File: config.mk
export PLATFORM = sky130hd
export DESIGN_NAME = sca_ptr_mgr
export DESIGN_NICKNAME = d
export VERILOG_FILES = /design/src/rtl/sca_pm_pkg.sv /design/src/rtl/sca_wptr.sv /design/src/rtl/sca_winq.sv /design/src/rtl/sca_guard.sv /design/src/rtl/sca_rdseq.sv /design/src/rtl/sca_ptr_mgr.sv
export SDC_FILE = /design/constraint.sdc
export NUM_CORES = 1
export LEC_CHECK = 0
export BUFFER_PORTS_ARGS = -buffer_cell sky130_fd_sc_hd__buf_2
export CORE_ASPECT_RATIO = 0.75
export CORE_MARGIN = 2
export CORE_UTILIZATION = 40
export CTS_BUF_LIST = sky130_fd_sc_hd__clkbuf_8
export DETAILED_ROUTE_END_ITERATION = 8
export SLEW_MARGIN = 20
export SYNTH_ARGS = -nofsm -noshare
export SYNTH_HDL_FRONTEND = slang
export SYNTH_SLANG_ARGS = --single-unit
export TNS_END_PERCENT = 5
File: constraint.sdc
create_clock -name clk -period 11.4 [get_ports clk]
set_clock_uncertainty 0.15 [all_clocks]
set_input_delay 2.28 -clock clk [delete_from_list [all_inputs] [get_ports clk]]
set_output_delay 2.28 -clock clk [all_outputs]
set_load 0.005 [all_outputs]
File: src/rtl/sca_pm_pkg.sv
package sca_pm_pkg;
   typedef enum logic {
      SEQ_IDLE = 1'b0,
      SEQ_RUN  = 1'b1
   } seq_state_e;
endpackage

File: src/rtl/sca_wptr.sv
module sca_wptr #(
   parameter int AW = 9
) (
   input  logic          clk,
   input  logic          rst_n,
   input  logic          samp_en,
   input  logic          blocked,
   output logic [AW-1:0] wr_ptr,
   output logic          overflow
);
   always_ff @(posedge clk) begin
      if (!rst_n) begin
         wr_ptr   <= '0;
         overflow <= 1'b0;
      end else begin
         if (samp_en && !blocked) wr_ptr <= wr_ptr + 1'b1;
         overflow <= blocked && (samp_en || overflow);
      end
   end
endmodule

File: src/rtl/sca_winq.sv
module sca_winq #(
   parameter int AW     = 9,
   parameter int QDEPTH = 4,
   localparam int QAW   = $clog2(QDEPTH)
) (
   input  logic                   clk,
   input  logic                   rst_n,
   input  logic                   push,
   input  logic [AW-1:0]          push_start,
   input  logic [AW:0]            push_len,
   input  logic                   pop,
   output logic                   empty,
   output logic                   full,
   output logic [AW-1:0]          head_start,
   output logic [AW:0]            head_len,
   output logic [QDEPTH*AW-1:0]   ent_start,
   output logic [QDEPTH*(AW+1)-1:0] ent_len,
   output logic [QDEPTH-1:0]      ent_vld
);
   logic [AW-1:0] st_q  [QDEPTH];
   logic [AW:0]   len_q [QDEPTH];
   logic [QAW-1:0] wp, rp;
   logic [QAW:0]   cnt;

   assign empty      = (cnt == '0);
   assign full       = (cnt == (QAW+1)'(QDEPTH));
   assign head_start = st_q[rp];
   assign head_len   = len_q[rp];

   always_ff @(posedge clk) begin
      if (!rst_n) begin
         wp  <= '0;
         rp  <= '0;
         cnt <= '0;
         for (int i = 0; i < QDEPTH; i++) begin
            st_q[i]  <= '0;
            len_q[i] <= '0;
         end
      end else begin
         if (push) begin
            st_q[wp]  <= push_start;
            len_q[wp] <= push_len;
            wp        <= wp + 1'b1;
         end
         if (pop) rp <= rp + 1'b1;
         case ({push, pop})
            2'b10:   cnt <= cnt + 1'b1;
            2'b01:   cnt <= cnt - 1'b1;
            default: cnt <= cnt;
         endcase
      end
   end

   for (genvar g = 0; g < QDEPTH; g++) begin : g_ent
      logic [QAW-1:0] rel;
      assign rel = QAW'(g) - rp;
      assign ent_vld[g] = ({1'b0, rel} < cnt);
      assign ent_start[g*AW +: AW]       = st_q[g];
      assign ent_len[g*(AW+1) +: (AW+1)] = len_q[g];
   end
endmodule

File: src/rtl/sca_guard.sv
module sca_guard #(
   parameter int AW     = 9,
   parameter int QDEPTH = 4
) (
   input  logic [AW-1:0]            probe,
   input  logic [QDEPTH*AW-1:0]     ent_start,
   input  logic [QDEPTH*(AW+1)-1:0] ent_len,
   input  logic [QDEPTH-1:0]        ent_vld,
   input  logic                     act,
   input  logic [AW-1:0]            act_cur,
   input  logic [AW:0]              act_rem,
   output logic                     hit
);
   logic [QDEPTH-1:0] q_hit;
   logic [AW-1:0]     act_off;

   for (genvar g = 0; g < QDEPTH; g++) begin : g_cmp
      logic [AW-1:0] off;
      assign off      = probe - ent_start[g*AW +: AW];
      assign q_hit[g] = ent_vld[g] && ({1'b0, off} < ent_len[g*(AW+1) +: (AW+1)]);
   end

   assign act_off = probe - act_cur;
   assign hit     = (|q_hit) || (act && ({1'b0, act_off} < act_rem));
endmodule

File: src/rtl/sca_rdseq.sv
module sca_rdseq
   import sca_pm_pkg::*;
#(
   parameter int AW = 9
) (
   input  logic          clk,
   input  logic          rst_n,
   input  logic          q_empty,
   input  logic [AW-1:0] head_start,
   input  logic [AW:0]   head_len,
   input  logic          rd_strobe,
   output logic          pop,
   output logic          rd_valid,
   output logic [AW-1:0] rd_addr,
   output logic          rd_last,
   output logic [AW:0]   remain
);
   seq_state_e state;

   assign pop      = (state == SEQ_IDLE) && !q_empty;
   assign rd_valid = (state == SEQ_RUN);
   assign rd_last  = rd_valid && (remain == (AW+1)'(1));

   always_ff @(posedge clk) begin
      if (!rst_n) begin
         state   <= SEQ_IDLE;
         rd_addr <= '0;
         remain  <= '0;
      end else if (pop) begin
         state   <= SEQ_RUN;
         rd_addr <= head_start;
         remain  <= head_len;
      end else if (rd_valid && rd_strobe) begin
         rd_addr <= rd_addr + 1'b1;
         remain  <= remain - 1'b1;
         if (rd_last) state <= SEQ_IDLE;
      end
   end
endmodule

File: src/rtl/sca_ptr_mgr.sv
module sca_ptr_mgr #(
   parameter int  DEPTH  = 512,
   parameter int  QDEPTH = 4,
   parameter int  LOSTW  = 8,
   localparam int AW     = $clog2(DEPTH)
) (
   input  logic             clk,
   input  logic             rst_n,
   input  logic             samp_en,
   input  logic             trig,
   input  logic [AW-1:0]    trig_lat,
   input  logic [AW:0]      win_len,
   input  logic             rd_strobe,
   output logic [AW-1:0]    wr_addr,
   output logic             rd_valid,
   output logic [AW-1:0]    rd_addr,
   output logic             rd_last,
   output logic             busy,
   output logic             overflow,
   output logic [LOSTW-1:0] lost_cnt
);
   if (DEPTH < 4 || (DEPTH & (DEPTH - 1)) != 0) begin : g_bad_depth
      $error("DEPTH must be a power of two of at least 4");
   end
   if (QDEPTH < 2 || (QDEPTH & (QDEPTH - 1)) != 0) begin : g_bad_qdepth
      $error("QDEPTH must be a power of two of at least 2");
   end
   if (LOSTW < 1) begin : g_bad_lostw
      $error("LOSTW must be at least 1");
   end

   logic                     blocked, q_empty, q_full, pop, accept;
   logic [AW-1:0]            head_start;
   logic [AW:0]              head_len, remain;
   logic [QDEPTH*AW-1:0]     ent_start;
   logic [QDEPTH*(AW+1)-1:0] ent_len;
   logic [QDEPTH-1:0]        ent_vld;

   assign accept = trig && !q_full;
   assign busy   = rd_valid || !q_empty;

   sca_wptr #(.AW(AW)) u_wptr (
      .clk(clk), .rst_n(rst_n), .samp_en(samp_en), .blocked(blocked),
      .wr_ptr(wr_addr), .overflow(overflow)
   );

   sca_winq #(.AW(AW), .QDEPTH(QDEPTH)) u_winq (
      .clk(clk), .rst_n(rst_n), .push(accept),
      .push_start(wr_addr - trig_lat), .push_len(win_len), .pop(pop),
      .empty(q_empty), .full(q_full), .head_start(head_start), .head_len(head_len),
      .ent_start(ent_start), .ent_len(ent_len), .ent_vld(ent_vld)
   );

   sca_guard #(.AW(AW), .QDEPTH(QDEPTH)) u_guard (
      .probe(wr_addr), .ent_start(ent_start), .ent_len(ent_len), .ent_vld(ent_vld),
      .act(rd_valid), .act_cur(rd_addr), .act_rem(remain), .hit(blocked)
   );

   sca_rdseq #(.AW(AW)) u_rdseq (
      .clk(clk), .rst_n(rst_n), .q_empty(q_empty), .head_start(head_start),
      .head_len(head_len), .rd_strobe(rd_strobe), .pop(pop), .rd_valid(rd_valid),
      .rd_addr(rd_addr), .rd_last(rd_last), .remain(remain)
   );

   always_ff @(posedge clk) begin
      if (!rst_n) lost_cnt <= '0;
      else if (trig && q_full && (lost_cnt != '1)) lost_cnt <= lost_cnt + 1'b1;
   end
endmodule

==> flow_summary.json <==
{
  "outcome": "finished, final reports clean",
  "slew_viol_final": 0,
  "viasPerCell": 5.24,
  "path_clk_slew_ns": 0.07,
  "drt-initial-drc-count": 779,
  "yosysUniqueCellTypes": 57,
  "h-tree-depth": 4,
  "setup_viol": 0,
  "fin_crit_ns": 4.84,
  "max_stage_delay_ns": 0.90,
  "worstPathArrival_ns": 5.06,
  "port_buffers": 53,
  "dp.cells": 1201,
  "start_kind": "flop",
  "finalNonFillerCells": 1233,
  "pre_cts_slack_ns": 6.58,
  "ys.flop_type": "edfxtp_1",
  "grt_pass1_wl_um": 34800,
  "top_usage_layer": "met1",
  "seq_area_frac_synth": 0.380,
  "netlist_area_um2": 8470,
  "timing_worst_setup_path_type": "reg -> reg",
  "routabilityCongestion": 0.912,
  "maxCapViolCount": 0,
  "use_met2": 0.304,
  "gr-usage-met3": 0.0446,
  "drc": 0,
  "finalSetupTns_ns": 0,
  "ys_top_cells_by_area": "edfxtp_1 (27%), ha_1 (15%), dfxtp_1 (11%)",
  "final_util": 0.451,
  "fin_hold_ws_ns": 0.328,
  "crit_path_frequent_cell": "a21oi_1",
  "period_share": 0.425,
  "grt_usage": 0.213,
  "grt_max_degree": 41,
  "post_drt_wl_per_cell_um": 18.5,
  "row_count": 46,
  "syn_area_per_cell_um2": 9.63,
  "synth.ff_latch_count": 123,
  "powerDensity_nw_per_um2": 200,
  "cts_hold_buf": 0,
  "initial_core_util": 0.404,
  "cts_root_buf": "clkbuf_8",
  "fmax_ghz": 0.206,
  "first_global_vias": 6078,
  "vias": 6467,
  "drive_gt1_frac": 0.123,
  "cts.sinks": 123,
  "syn_nets": 1013,
  "cts-resized-gates": 0,
  "grt_remaining_overflow": 0,
  "yosysTopAreaCell": "edfxtp_1",
  "postLayoutSetupSlackWorst_ns": 6.56,
  "nets": 1065,
  "hold_viol_final": 0,
  "synth_common_cells": "inv_1 (135), ha_1 (102), nor2_1 (88)",
  "die-area_um2": 22400,
  "critical_path.slowest_cell": "dfxtp_1",
  "required_ns": 11.62,
  "detail-route-antenna-nets": 0,
  "wirelength_um": 22800,
  "io_pins": 54,
  "synth_top_area_share": 0.269,
  "n_fill_cell": 2083,
  "post_cts_buffers": 0,
  "cts_tree": "done",
  "die_w_um": 172,
  "synth_cells": 880,
  "p_leak_nw": 4.19,
  "use_met1": 0.331,
  "end_kind": "flop",
  "dr.pass1.iters": 5,
  "fp.dieH_um": 130,
  "async_flop_share": 0,
  "post-dp-hpwl_um": 17600,
  "rsz0062_at_grt": "false",
  "core_um2": 21000,
  "area.growth.synth_to_final_pct": 11.4,
  "min_path_type": "reg -> reg",
  "clock_path_buffers": 2,
  "synth.most_common_cell": "inv_1",
  "clk_latency_ns": 0.45,
  "numCtsBuffers": 17,
  "path_max_fanout": 16,
  "grt_antenna_before_repair": 0,
  "worst_slew_pin_slew_ns": 0.941,
  "vdd_drop_max_mv": 0.0744,
  "synth-edff-count": 76,
  "cp_cell_sequence": "inv_1, fa_1, inv_1, a21o_1, a21oi_1, o21bai_1, a21oi_1, o21ai_0, xnor2_1, ha_1, and4b_1, nand2_1, o221a_1, a22oi_4, nand4b_4, or3_1, a21oi_1",
  "slew_headroom": 0.372,
  "diodes": 0,
  "ys_warn_count": 0
}
## layout make-up
cell class | count | area, um^2 | area share
clock buffers | 20 | 275 | 0.0292
flip-flops and latches | 123 | 3220 | 0.341
multi-input cells | 597 | 4630 | 0.490
inverters | 135 | 507 | 0.0537
well taps | 288 | 360 | 0.0382
clock inverters | 12 | 143 | 0.0151
repair buffers | 58 | 303 | 0.0321
## registers in the layout, indices dropped and copies added, names as in the netlist, 3 cells and up, named ones only
| name | flops |
|---|---|
| lost_cnt | 8 |
| u_rdseq.remain | 10 |
| u_winq.len_q | 40 |
| u_winq.st_q | 36 |
| u_wptr.wr_ptr | 9 |
| u_rdseq.rd_addr | 9 |
| u_winq.cnt | 3 |
## worst max-delay path: cells and delay by family, from the launching register on
kind            cells  cell delay, ns
compound gates      8            1.32
xor+xnor            1            0.09
flops               1            0.90
simple gates        4            0.95
fa+ha+maj           2            0.85
buf+inv             2            0.51
## per-stage QoR
step	power, mW	cell area [um^2]
2_1_floorplan	1.25	8470
3_3_place_gp	1.46	9020
3_5_place_dp	1.47	9020
4_1_cts	1.90	9440
5_1_grt	2.03	9440
6_report	1.89	9440
## placed cells by master (no fill, tap or decap), types with 3 or more instances in the layout
cell type	instances
o31ai_1	3
dfxtp_1	47
and3_1	4
a21oi_1	66
a21boi_0	5
a21o_1	19
mux4_2	19
inv_4	3
a41o_1	4
nand2b_1	6
or2_2	3
bufinv_16	3
xor2_1	17
nor2b_1	4
xnor2_1	50
buf_2	53
a211oi_1	8
buf_4	5
fa_1	7
ha_1	102
edfxtp_1	76
nor3_1	15
o21ai_0	32
or3_1	15
nand2_1	48
nand3_1	14
a311oi_1	5
nor2_1	88
o21bai_1	9
clkbuf_8	20
inv_1	137
nand4_1	6
and2_1	13
## final timing paths
kind                         start               end  slack [ns]  depth (start not counted)
setup / recovery  u_wptr.wr_ptr[1]  u_wptr.wr_ptr[3]        6.56                         17
hold / removal     u_wptr.overflow   u_wptr.overflow        0.33                          1
setup reg to reg  u_wptr.wr_ptr[1]  u_wptr.wr_ptr[3]        6.56                         17
hold reg to reg    u_wptr.overflow   u_wptr.overflow        0.33                          1
## layer usage
metal | share of wire | wire length [um]
met1 | 0.51 | 11500
met2 | 0.40 | 9220
met3 | 0.080 | 1840
met4 | 0.010 | 236
met5 | 0 | 0
## power by group
part           total [mW]  leakage [nW]  internal [mW]  switching [mW]
combinational       0.832          2.79          0.364           0.468
sequential          0.635          1.17          0.550          0.0850
clock               0.424         0.223          0.233           0.192
total                1.89          4.19           1.15           0.745
## logic make-up (layout without fill, tap and decap cells)
family	Yosys count	after routing	synth area share
simple gates	228	228	0.128
mux	21	21	0.0529
buf+inv	160	225	0.0734
flops	123	123	0.380
fa+ha+maj	109	109	0.167
xor+xnor	67	67	0.0693
compound gates	172	172	0.128
Note: power is estimated with default switching activity, not from simulation.
